<file path="src/rtl/tmr_pkg.sv">
package tmr_pkg;

  typedef enum logic [2:0] {
    M_TC      = 3'd0,
    M_ONESHOT = 3'd1,
    M_RATE    = 3'd2,
    M_SQUARE  = 3'd3,
    M_SWSTB   = 3'd4,
    M_HWSTB   = 3'd5
  } tmr_mode_e;

  // codes 6 and 7 fold onto the two periodic modes
  function automatic tmr_mode_e mode_decode(input logic [2:0] code);
    case (code)
      3'd6:    return M_RATE;
      3'd7:    return M_SQUARE;
      default: return tmr_mode_e'(code);
    endcase
  endfunction

endpackage

</file>
<file path="src/rtl/tmr_bcd_dec.sv">
module tmr_bcd_dec #(
  parameter int W = 16
) (
  input  logic [W-1:0] cur,
  input  logic         bcd,
  output logic [W-1:0] dec
);
  localparam int ND = W / 4;

  logic [ND-1:0] brw;
  logic [W-1:0]  bcd_res;

  assign brw[0] = 1'b1;

  for (genvar g = 0; g < ND; g++) begin : g_dig
    logic [3:0] d;
    assign d = cur[g*4 +: 4];
    assign bcd_res[g*4 +: 4] = !brw[g] ? d : ((d == 4'd0) ? 4'd9 : d - 4'd1);
    if (g < ND - 1) begin : g_chain
      assign brw[g+1] = brw[g] && (d == 4'd0);
    end
  end

  assign dec = bcd ? bcd_res : cur - W'(1);
endmodule

</file>
<file path="src/rtl/tmr_gate_edge.sv">
module tmr_gate_edge (
  input  logic clk,
  input  logic rst_n,
  input  logic gate,
  output logic rise
);
  logic gate_q;

  always_ff @(posedge clk) begin
    if (!rst_n) gate_q <= 1'b0;
    else        gate_q <= gate;
  end

  assign rise = gate && !gate_q;
endmodule

</file>
<file path="src/rtl/interval_timer_chan.sv">
module interval_timer_chan
  import tmr_pkg::*;
#(
  parameter int CW = 16
) (
  input  logic          clk,
  input  logic          rst_n,
  input  logic          gate,
  input  logic          mode_wr,
  input  logic [2:0]    mode_sel,
  input  logic          bcd_sel,
  input  logic          cnt_wr,
  input  logic [CW-1:0] cnt_val,
  output logic          tmr_out,
  output logic [CW-1:0] cnt_now
);
  localparam int ND = CW / 4;
  localparam logic [CW-1:0] BCD_MAX = {ND{4'h9}};

  // threshold below which the square wave is low, in the count's own encoding
  function automatic logic [CW-1:0] half_pt(input logic [CW-1:0] v, input logic b);
    int unsigned n;
    logic [CW-1:0] r;
    r = '0;
    if (!b) begin
      r = (v == '0) ? {1'b1, {(CW-1){1'b0}}} : (v >> 1);
    end else begin
      n = 0;
      for (int i = ND - 1; i >= 0; i--) n = n * 10 + 32'(v[i*4 +: 4]);
      if (n == 0) begin
        n = 1;
        for (int i = 0; i < ND; i++) n = n * 10;
      end
      n = n / 2;
      for (int i = 0; i < ND; i++) begin
        r[i*4 +: 4] = 4'(n % 10);
        n = n / 10;
      end
    end
    return r;
  endfunction

  tmr_mode_e     mode_q, mode_in;
  logic          bcd_q, run_q, fired_q, out_q;
  logic [CW-1:0] init_q, cnt_q, dec_v, nxt, half_v;
  logic          gate_rise, periodic, trig_mode, cnt_en;
  logic          trig_load, step, tc_next, above_half, wrap_evt;

  tmr_bcd_dec #(.W(CW)) u_dec (.cur(cnt_q), .bcd(bcd_q), .dec(dec_v));
  tmr_gate_edge u_edge (.clk(clk), .rst_n(rst_n), .gate(gate), .rise(gate_rise));

  assign mode_in    = mode_decode(mode_sel);
  assign periodic   = (mode_q == M_RATE) || (mode_q == M_SQUARE);
  assign trig_mode  = (mode_q == M_ONESHOT) || (mode_q == M_HWSTB);
  assign cnt_en     = trig_mode ? 1'b1 : gate;
  assign trig_load  = gate_rise && trig_mode && !mode_wr && !cnt_wr;
  assign step       = run_q && cnt_en && !mode_wr && !cnt_wr && !trig_load;
  assign nxt        = (periodic && cnt_q == CW'(1)) ? init_q : dec_v;
  assign tc_next    = (nxt == '0);
  assign half_v     = half_pt(init_q, bcd_q);
  assign above_half = (nxt == '0) || (nxt > half_v);
  assign wrap_evt   = step && !periodic && (cnt_q == '0);

  always_ff @(posedge clk) begin
    if (!rst_n) begin
      mode_q  <= M_TC;
      bcd_q   <= 1'b0;
      init_q  <= '0;
      cnt_q   <= '0;
      run_q   <= 1'b0;
      fired_q <= 1'b0;
      out_q   <= 1'b0;
    end else if (mode_wr) begin
      mode_q  <= mode_in;
      bcd_q   <= bcd_sel;
      run_q   <= 1'b0;
      fired_q <= 1'b0;
      out_q   <= (mode_in != M_TC);
    end else if (cnt_wr) begin
      init_q  <= cnt_val;
      fired_q <= 1'b0;
      if (!trig_mode) begin
        cnt_q <= cnt_val;
        run_q <= 1'b1;
        out_q <= (mode_q != M_TC);
      end
    end else if (trig_load) begin
      cnt_q   <= init_q;
      run_q   <= 1'b1;
      fired_q <= 1'b0;
      out_q   <= (mode_q != M_ONESHOT);
    end else if (step) begin
      cnt_q <= nxt;
      case (mode_q)
        M_TC, M_ONESHOT: out_q <= out_q | tc_next;
        M_RATE:          out_q <= (nxt != CW'(1));
        M_SQUARE:        out_q <= above_half;
        default: begin
          out_q <= !(tc_next && !fired_q);
          if (tc_next) fired_q <= 1'b1;
        end
      endcase
    end else if (run_q && periodic && !gate) begin
      out_q <= 1'b1;
    end
  end

  assign tmr_out = out_q;
  assign cnt_now = cnt_q;


  wrap_to_max_chk: assert property (@(posedge clk) disable iff (!rst_n)
    wrap_evt |=> (cnt_q == (bcd_q ? BCD_MAX : '1)));


  tc_level_fall_chk: assert property (@(posedge clk) disable iff (!rst_n)
    (mode_q == M_TC && $fell(out_q)) |-> $past(mode_wr || cnt_wr));


  rate_pulse_width_chk: assert property (@(posedge clk) disable iff (!rst_n)
    (mode_q == M_RATE && run_q && !out_q && init_q != CW'(1) && !mode_wr) |=> out_q);


  gate_low_high_chk: assert property (@(posedge clk) disable iff (!rst_n)
    (run_q && periodic && !gate && !mode_wr && !cnt_wr) |=> out_q);


  single_strobe_chk: assert property (@(posedge clk) disable iff (!rst_n)
    (mode_q == M_SWSTB && fired_q && !mode_wr && !cnt_wr) |=> out_q);
endmodule

</file>
<file path="config.mk">
export PLATFORM = sky130hd
export DESIGN_NAME = interval_timer_chan
export DESIGN_NICKNAME = d
export VERILOG_FILES = /design/src/rtl/tmr_pkg.sv /design/src/rtl/tmr_bcd_dec.sv /design/src/rtl/tmr_gate_edge.sv /design/src/rtl/interval_timer_chan.sv
export SDC_FILE = /design/constraint.sdc
export NUM_CORES = 1
export LEC_CHECK = 0
export CORE_MARGIN = 2
export CORE_UTILIZATION = 50
export CTS_BUF_LIST = sky130_fd_sc_hd__clkbuf_8 sky130_fd_sc_hd__clkbuf_16
export CTS_CLUSTER_SIZE = 14
export DETAILED_ROUTE_END_ITERATION = 8
export PLACE_DENSITY = 0.7
export SYNTH_ARGS = -nofsm -noshare
export SYNTH_HDL_FRONTEND = slang
export SYNTH_SLANG_ARGS = --single-unit
</file>
<file path="constraint.sdc">
create_clock -name clk -period 16 [get_ports clk]
set_clock_uncertainty 0.1 [all_clocks]
set_input_delay 2.4 -clock clk [delete_from_list [all_inputs] [get_ports clk]]
set_output_delay 2.4 -clock clk [all_outputs]
set_load 0.02 [all_outputs]
</file>
==> results of run 1 <==
worst max-delay path: cells and delay by family (launching register included):
family | cells | cell delay, ps
multiplexers | 1 | 360
buffers and inverters | 7 | 1010
flip-flops | 1 | 320
AND/OR/NAND/NOR | 18 | 3620
AO/OA/AOI/OAI | 26 | 5340
adder cells (fa/ha/maj) | 11 | 3420
XOR/XNOR | 5 | 970
worst max-delay path by stage:
stage,start,slack (ps),to,cells past startpoint
2_1_floorplan,init_q[13]$_SDFFE_PN0P_,1540,tmr_out$_SDFFE_PN0P_,71
3_3_place_gp,init_q[13]$_SDFFE_PN0P_,440,tmr_out$_SDFFE_PN0P_,70
3_5_place_dp,init_q[13]$_SDFFE_PN0P_,60,tmr_out$_SDFFE_PN0P_,70
4_1_cts,init_q[13]$_SDFFE_PN0P_,30,tmr_out$_SDFFE_PN0P_,70
5_1_grt,init_q[13]$_SDFFE_PN0P_,-120,tmr_out$_SDFFE_PN0P_,72
6_report,init_q[13]$_SDFFE_PN0P_,780,tmr_out$_SDFFE_PN0P_,68
area by class of cell:
| type | count | area share |
|---|---|---|
| tap | 265 | 0.02979 |
| timing repair buffer | 102 | 0.07800 |
| multi-input combinational | 1224 | 0.7889 |
| clock buffer | 5 | 0.01124 |
| inverter | 47 | 0.01596 |
| sequential | 40 | 0.07193 |
| clock inverter | 3 | 0.004159 |
layout by cell type, fill, tap and decap left out, types with 26 or more instances in the layout:
master,synthesis,layout
sky130_fd_sc_hd__buf_4,1,61
sky130_fd_sc_hd__nor2_1,123,121
sky130_fd_sc_hd__nand2_1,148,146
sky130_fd_sc_hd__ha_1,77,76
sky130_fd_sc_hd__a21oi_1,92,86
sky130_fd_sc_hd__mux2i_1,42,41
sky130_fd_sc_hd__dfxtp_1,40,40
sky130_fd_sc_hd__o21ai_0,69,65
sky130_fd_sc_hd__nand3_1,57,55
sky130_fd_sc_hd__a211oi_1,32,26
sky130_fd_sc_hd__xnor2_1,43,39
sky130_fd_sc_hd__nor2b_1,29,29
sky130_fd_sc_hd__clkdlybuf4s50_1,0,41
sky130_fd_sc_hd__inv_1,42,42
sky130_fd_sc_hd__nor3_1,39,35
metal layers:
metal | GRT usage | share of wire | routed length, um | vias to the layer above
li1 | - | - | - | 5366
met1 | 0.3703 | 0.45 | 13300 | 5174
met2 | 0.4644 | 0.47 | 13810 | 433
met3 | 0.02299 | 0.057 | 1696 | 53
met4 | 0.08927 | 0.027 | 804 | 0
met5 | 0 | 0 | 0 | -
state kept, by name (all words and copies together), names as in the netlist:
name / cells
run_q: 1
cnt_now: 16
bcd_q: 1
u_edge.gate_q: 1
init_q: 16
mode_q: 3
tmr_out: 1
fired_q: 1
cell families after synthesis:
kind of cell               synth area share
AOI/OAI and AO/OA                    0.3532
xor gates and xnor gates            0.05768
adders and majority gates            0.1119
buffers and inverters               0.05103
DFF                                 0.08185
muxes                               0.05026
other                             0.0003833
and+or+nand+nor                      0.2936
metrics by stage:
stage	TNS (ps)	util	worst slack [ps]	instance area, um^2
2_1_floorplan	0	-	1543	9783
3_3_place_gp	0	0.5455	443.3	10550
3_5_place_dp	0	0.5455	59.08	10550
4_1_cts	0	0.5545	26.01	10720
5_1_grt	-119.1	0.5757	-119.1	11130
6_report	0	0.5757	775.2	11130
repair_timing:
item                                    CTS  global route
buffers inserted                          0            17
resized for setup                         1            63
hold buffers                              0             0
endpoints found under the hold margin     0             0
pin swaps                                 0            16
endpoints found under the setup margin    1             1
gates cloned                              0             1
==> Implementation_results.wiki, run 1 <==
{| class="wikitable"
! Metric !! Value
|-
| Global-route wire length before repair || 47.81 mm
|-
| Run status || finished, final reports clean
|-
| Post-synth top flop || sky130_fd_sc_hd__dfxtp_1
|-
| Slew @ Worst Pin || approximately 1200 ps
|-
| Max Cap Viol || 0
|-
| Max incr delay on CP || 660 ps
|-
| Number of optimization iterations in the first detailed-route pass || 5
|-
| Async set-or-reset flop fraction in the synthesized netlist || 0
|-
| Width of the die || 143.9 um
|-
| Post-Syn Area per Cell || 7.069 um^2
|-
| Final setup violation count || 0
|-
| Setup crit start kind || flop
|-
| Post-route antenna net violation count || 0
|-
| Synthesis Warnings || 0
|-
| Total Routing Usage GR || 0.2751
|-
| Deepest level of the CTS H-tree || 2
|-
| Max Transition Viols Final || 0
|-
| Largest fanout on the critical path || 11
|-
| Number of global-route vias before repair || between 9000 and 10000
|-
| #FFs+latches synth || 40
|-
| Number of inserted filler cells in the final layout || ~1800
|-
| Share of final-layout standard cells stronger than drive strength 1 || 0.1379
|-
| Boundary pin count || 42
|-
| Peak Freq || between 60 and 70 MHz
|-
| Netlist cell types || ~110
|-
| Cells taking the most area after synthesis || sky130_fd_sc_hd__ha_1, sky130_fd_sc_hd__dfxtp_1, sky130_fd_sc_hd__nand2_1
|-
| Number of cell rows || 51
|-
| Endpoint, Worst Hold || init_q[0]$_SDFFE_PN0P_
|-
| Count of routing violations after the opening detailed-route iteration || ~810
|-
| Setup slack of the worst register-to-register path || approximately 780 ps
|-
| Total clock sinks || 40
|-
| Most instantiated cells after synthesis || sky130_fd_sc_hd__nand2_1, sky130_fd_sc_hd__nor2_1, sky130_fd_sc_hd__a21oi_1
|-
| Die boundary height || roughly 140 um
|-
| Number of synthesized flops with an enable pin || 0
|-
| Yosys top cell by area || sky130_fd_sc_hd__ha_1
|-
| Worst-skew pair later-pin latency || about 300 ps
|-
| Share of synthesized area occupied by flip-flops and latches || 0.08185
|-
| Diode insertion count for antenna repair || 0
|-
| Seq. cell area || between 800 and 900 um^2
|-
| Layout-stage area growth over the synthesis result || 13.79%
|-
| Minimum period implied by the final worst setup slack || about 15000 ps
|-
| Wirelength per Cell || about 18 um
|-
| Worst hold path stage count || 2
|-
| Count of final hold-check violations || 0
|-
| Gate count of the mapped netlist || 1384
|-
| Final cycle utilization of the critical path || 0.9515
|-
| Non-filler cells in the finished layout || between 1500 and 2000
|-
| DRC violations left || 0
|-
| CP max stage cell || sky130_fd_sc_hd__or4_4
|-
| Area share of the largest cell type after synthesis || 0.09848
|-
| Clock-pin slew of the registers on the worst-case setup and hold paths || about 70 ps
|-
| FF-to-FF Start || init_q[13]$_SDFFE_PN0P_
|-
| Number of buffers on the longest clock path || 2
|-
| Leftover overflow at the end of global routing || 0
|-
| Worst reg2reg path endpoint || tmr_out$_SDFFE_PN0P_
|-
| Detail-routed via count per cell || about 6.5
|-
| Final wirelength || between 20 and 30 mm
|-
| Worst relative slew slack || 0.1783
|-
| Maximum number of pins on one net before global-route repair || between 40 and 50
|-
| Antenna violations before repair || 0
|-
| TritonCTS clock tree || done
|-
| Post-synth design cell area || 9783 um^2
|-
| Core Box Area || approximately 19000 um^2
|-
| Most frequent CP cell || sky130_fd_sc_hd__ha_1
|-
| Nets || approximately 1500
|-
| Number of buffers added by the clock tree synthesis step || 5
|-
| Top-count cell post-synth || sky130_fd_sc_hd__nand2_1
|-
| Last weighted congestion value of the routability-driven placer || 0.9417
|-
| Worst Hold Class || flop to flop
|-
| Cell count after placement || between 1500 and 2000
|-
| Critical path endpoint category || flop
|-
| CP arrival || around 15000 ps
|-
| Final Hold Slack || roughly 430 ps
|-
| Port buffer count || between 40 and 50
|-
| Worst r2r path cells || 68
|-
| Via count || around 11000
|-
| Initial Utilization || 0.5060
|-
| Area of combinational cells with multiple inputs || just under 9000 um^2
|-
| Clock Tree Root || sky130_fd_sc_hd__clkbuf_16
|-
| CP Class || flop to flop
|-
| Overall die area || roughly 21000 um^2
|-
| Critical hold path startpoint || init_q[0]$_SDFFE_PN0P_
|-
| Critical path data required time || ~16000 ps
|-
| Net count after synthesis || around 1500
|-
| Post-detail-place hpwl || about 22 mm
|}
Power of run 1 is not shown: default switching activity piles up to over one toggle a cycle in this logic, so the estimate is an artifact.
==> run 2, diff against run 1 <==
--- a/config.mk
+++ b/config.mk
@@ -10,6 +10,7 @@
 export CTS_BUF_LIST = sky130_fd_sc_hd__clkbuf_8 sky130_fd_sc_hd__clkbuf_16
 export CTS_CLUSTER_SIZE = 14
 export DETAILED_ROUTE_END_ITERATION = 8
+export HOLD_SLACK_MARGIN = 0.02
 export PLACE_DENSITY = 0.7
 export SYNTH_ARGS = -nofsm -noshare
 export SYNTH_HDL_FRONTEND = slang
==> results of run 2 <==
The final DEF is identical to that of run 1; final timing and power are the same.
Power of run 2 is left out for the same reason.
==> run 3, diff against run 2 <==
--- a/config.mk
+++ b/config.mk
@@ -11,7 +11,7 @@
 export CTS_CLUSTER_SIZE = 14
 export DETAILED_ROUTE_END_ITERATION = 8
 export HOLD_SLACK_MARGIN = 0.02
-export PLACE_DENSITY = 0.7
+export PLACE_DENSITY = 0.72
 export SYNTH_ARGS = -nofsm -noshare
 export SYNTH_HDL_FRONTEND = slang
 export SYNTH_SLANG_ARGS = --single-unit
==> constraint.sdc (replaced) <==
create_clock -name clk -period 12.43 [get_ports clk]
set_clock_uncertainty 0.1 [all_clocks]
set_input_delay 1.8645 -clock clk [delete_from_list [all_inputs] [get_ports clk]]
set_output_delay 1.8645 -clock clk [all_outputs]
set_load 0.02 [all_outputs]
==> Implementation_results.wiki, run 3 (synthesized netlist as in run 1, its figures left out) <==
{| class="wikitable"
! Metric !! Value
|-
| Run status || finished with violations
|-
| Violations in the final reports || setup timing
|-
| Kind of cell with the highest combined delay on the critical path || compound AO/OA/AOI/OAI gates
|-
| Share of final-layout standard cells stronger than drive strength 1 || 0.3610 (+0.2231)
|-
| Final cycle utilization of the critical path || 1.137 (+0.1851)
|-
| Diode insertion count for antenna repair || 0 (unchanged)
|-
| Max Transition Viols Final || 0 (unchanged)
|-
| Count of final hold-check violations || 0 (unchanged)
|-
| CTS Hold Bufs || 0 (unchanged)
|-
| Number of buffers added by the clock tree synthesis step || 5 (unchanged)
|-
| Most frequent CP cell || sky130_fd_sc_hd__ha_1
|-
| Initial Utilization || 0.5060 (unchanged)
|-
| Peak Freq || 70.78 MHz (+7.8%)
|-
| Layout-stage area growth over the synthesis result || 49.28%
|-
| Most common cell after layout, fill and taps aside || sky130_fd_sc_hd__buf_4
|-
| Wirelength per Cell || 17.34 um (-1.3%)
|-
| Last weighted congestion value of the routability-driven placer || 0.9413 (about the same)
|-
| Die boundary height || 143.9 um (unchanged)
|-
| Setup repair after global routing missed its margin || yes
|-
| Global-route wire length before repair || 56.36 mm (+18%)
|-
| Number of global-route vias before repair || 12160 (+23%)
|-
| Max incr delay on CP || 420 ps (-240 ps)
|-
| Boundary pin count || 42 (unchanged)
|-
| Worst Hold Class || flop to flop
|-
| Count of routing violations after the opening detailed-route iteration || 850 (+4.4%)
|-
| Post-detail-place hpwl || 25.80 mm (+17%)
|-
| Leftover overflow at the end of global routing || 0 (unchanged)
|-
| Cell count after placement || 2016 (+21%)
|-
| Final wirelength || 35.71 mm (+21%)
|-
| Seq. cell area || 808.3 um^2 (+0.94%)
|-
| Deepest level of the CTS H-tree || 2 (unchanged)
|-
| Final setup violation count || 1 (+1)
|-
| Worst relative slew slack || 0.1876 (+0.009249)
|-
| Detail-routed via count per cell || 6.200 (-5.2%)
|-
| Slew @ Worst Pin || 1215 ps (-13.83 ps)
|-
| DP Area || 13520 um^2 (+28%)
|-
| Via count || 12770 (+16%)
|-
| Number of optimization iterations in the first detailed-route pass || 5 (unchanged)
|-
| Maximum number of pins on one net before global-route repair || 46 (unchanged)
|-
| Final setup slack of the worst path || -1698 ps (-2473 ps)
|-
| Critical path endpoint category || flop
|-
| Post-route antenna net violation count || 0 (unchanged)
|-
| Minimum period implied by the final worst setup slack || 14130 ps (-1097 ps)
|-
| TritonCTS clock tree || done
|-
| Antenna violations before repair || 0 (unchanged)
|-
| Number of inserted filler cells in the final layout || 1423 (-23%)
|-
| Critical path data required time || 12500 ps (-3580 ps)
|-
| Core Box Area || 19330 um^2 (unchanged)
|-
| Final Hold Slack || 435.0 ps (+6.430 ps)
|-
| Setup crit start kind || flop
|-
| Overall die area || 20700 um^2 (unchanged)
|-
| DRC violations left || 0 (unchanged)
|-
| Highest-count cells in the layout ignoring fill and taps || sky130_fd_sc_hd__buf_4, sky130_fd_sc_hd__nand2_1, sky130_fd_sc_hd__nor2_1
|-
| Number of cell rows || 51 (unchanged)
|-
| Clock Tree Root || sky130_fd_sc_hd__clkbuf_16
|-
| Area of combinational cells with multiple inputs || 9437 um^2 (+7.5%)
|-
| Max Cap Viol || 0 (unchanged)
|-
| Clock-pin slew of the registers on the worst-case setup and hold paths || 60 ps (about the same)
|-
| Non-filler cells in the finished layout || 2060 (+22%)
|-
| Port buffer count || 41 (unchanged)
|-
| Number of buffers on the longest clock path || 2 (unchanged)
|-
| Largest fanout on the critical path || 5 (-6)
|-
| Total Routing Usage GR || 0.3231 (+0.04798)
|-
| Combined buffer and inverter count along the critical path || 8 (+1)
|-
| Width of the die || 143.9 um (unchanged)
|-
| Worst-skew pair later-pin latency || 290 ps (about the same)
|-
| Pre-CTS setup slack || -1656 ps (-1715 ps)
|-
| CP max stage cell || sky130_fd_sc_hd__fa_1
|-
| Finished Cell Area || 14600 um^2 (+31%)
|-
| Nets || 1902 (+24%)
|-
| Total clock sinks || 40 (unchanged)
|-
| CP Class || flop to flop
|-
| CP arrival || 14200 ps (-1110 ps)
|}
-- run 3: cell count changes in the layout (fill, tap and decap cells not counted), sizes merged --
cell and change:
or4 -1, buf +374, clkinv +1, bufinv -1, or2 +1
-- run 3: stage by stage --
stage / setup TNS (ps) / util
after floorplan: -1191 / -
after global placement: -1389 / 0.6992
after detailed placement: -1656 / 0.6992
after CTS: -1317 / 0.7371
after global routing: -2338 / 0.7553
final: -1698 / 0.7553
-- run 3: layer usage --
metal,up-vias,global-route usage,share of wire
li1,6103,-,-
met1,6003,0.3932,0.41
met2,542,0.5805,0.49
met3,125,0.03099,0.058
met4,0,0.1331,0.041
met5,-,0,0
-- run 3: final timing paths --
check / start / to / slack (ps) / cells past startpoint
max: init_q[12]$_SDFFE_PN0P_ / tmr_out$_SDFFE_PN0P_ / -1700 / 68
min: init_q[13]$_SDFFE_PN0P_ / init_q[13]$_SDFFE_PN0P_ / 430 / 2
max reg2reg: init_q[12]$_SDFFE_PN0P_ / tmr_out$_SDFFE_PN0P_ / -1700 / 68
min reg2reg: init_q[13]$_SDFFE_PN0P_ / init_q[13]$_SDFFE_PN0P_ / 430 / 2
-- run 3: timing repair --
action,CTS,global route
gates cloned,0,1
setup buffers,24,11
resized for setup,86,47
pin swaps,48,41
endpoints found under the setup margin,1,1
-- run 3: cell type report --
cell class / count / share of cell area
timing repair buffer: 476 / 0.2535
clock buffer: 5 / 0.008568
tap: 265 / 0.02270
sequential: 40 / 0.05535
clock inverter: 3 / 0.001114
multi-input combinational: 1224 / 0.6462
inverter: 47 / 0.01259
-- run 3: worst min-delay path, stage by stage, from the launching register on --
cell and delay, ps:
sky130_fd_sc_hd__dfxtp_4 370, sky130_fd_sc_hd__nand2_1 50, sky130_fd_sc_hd__a21boi_0 70
Power of run 3 is left out for the same reason.
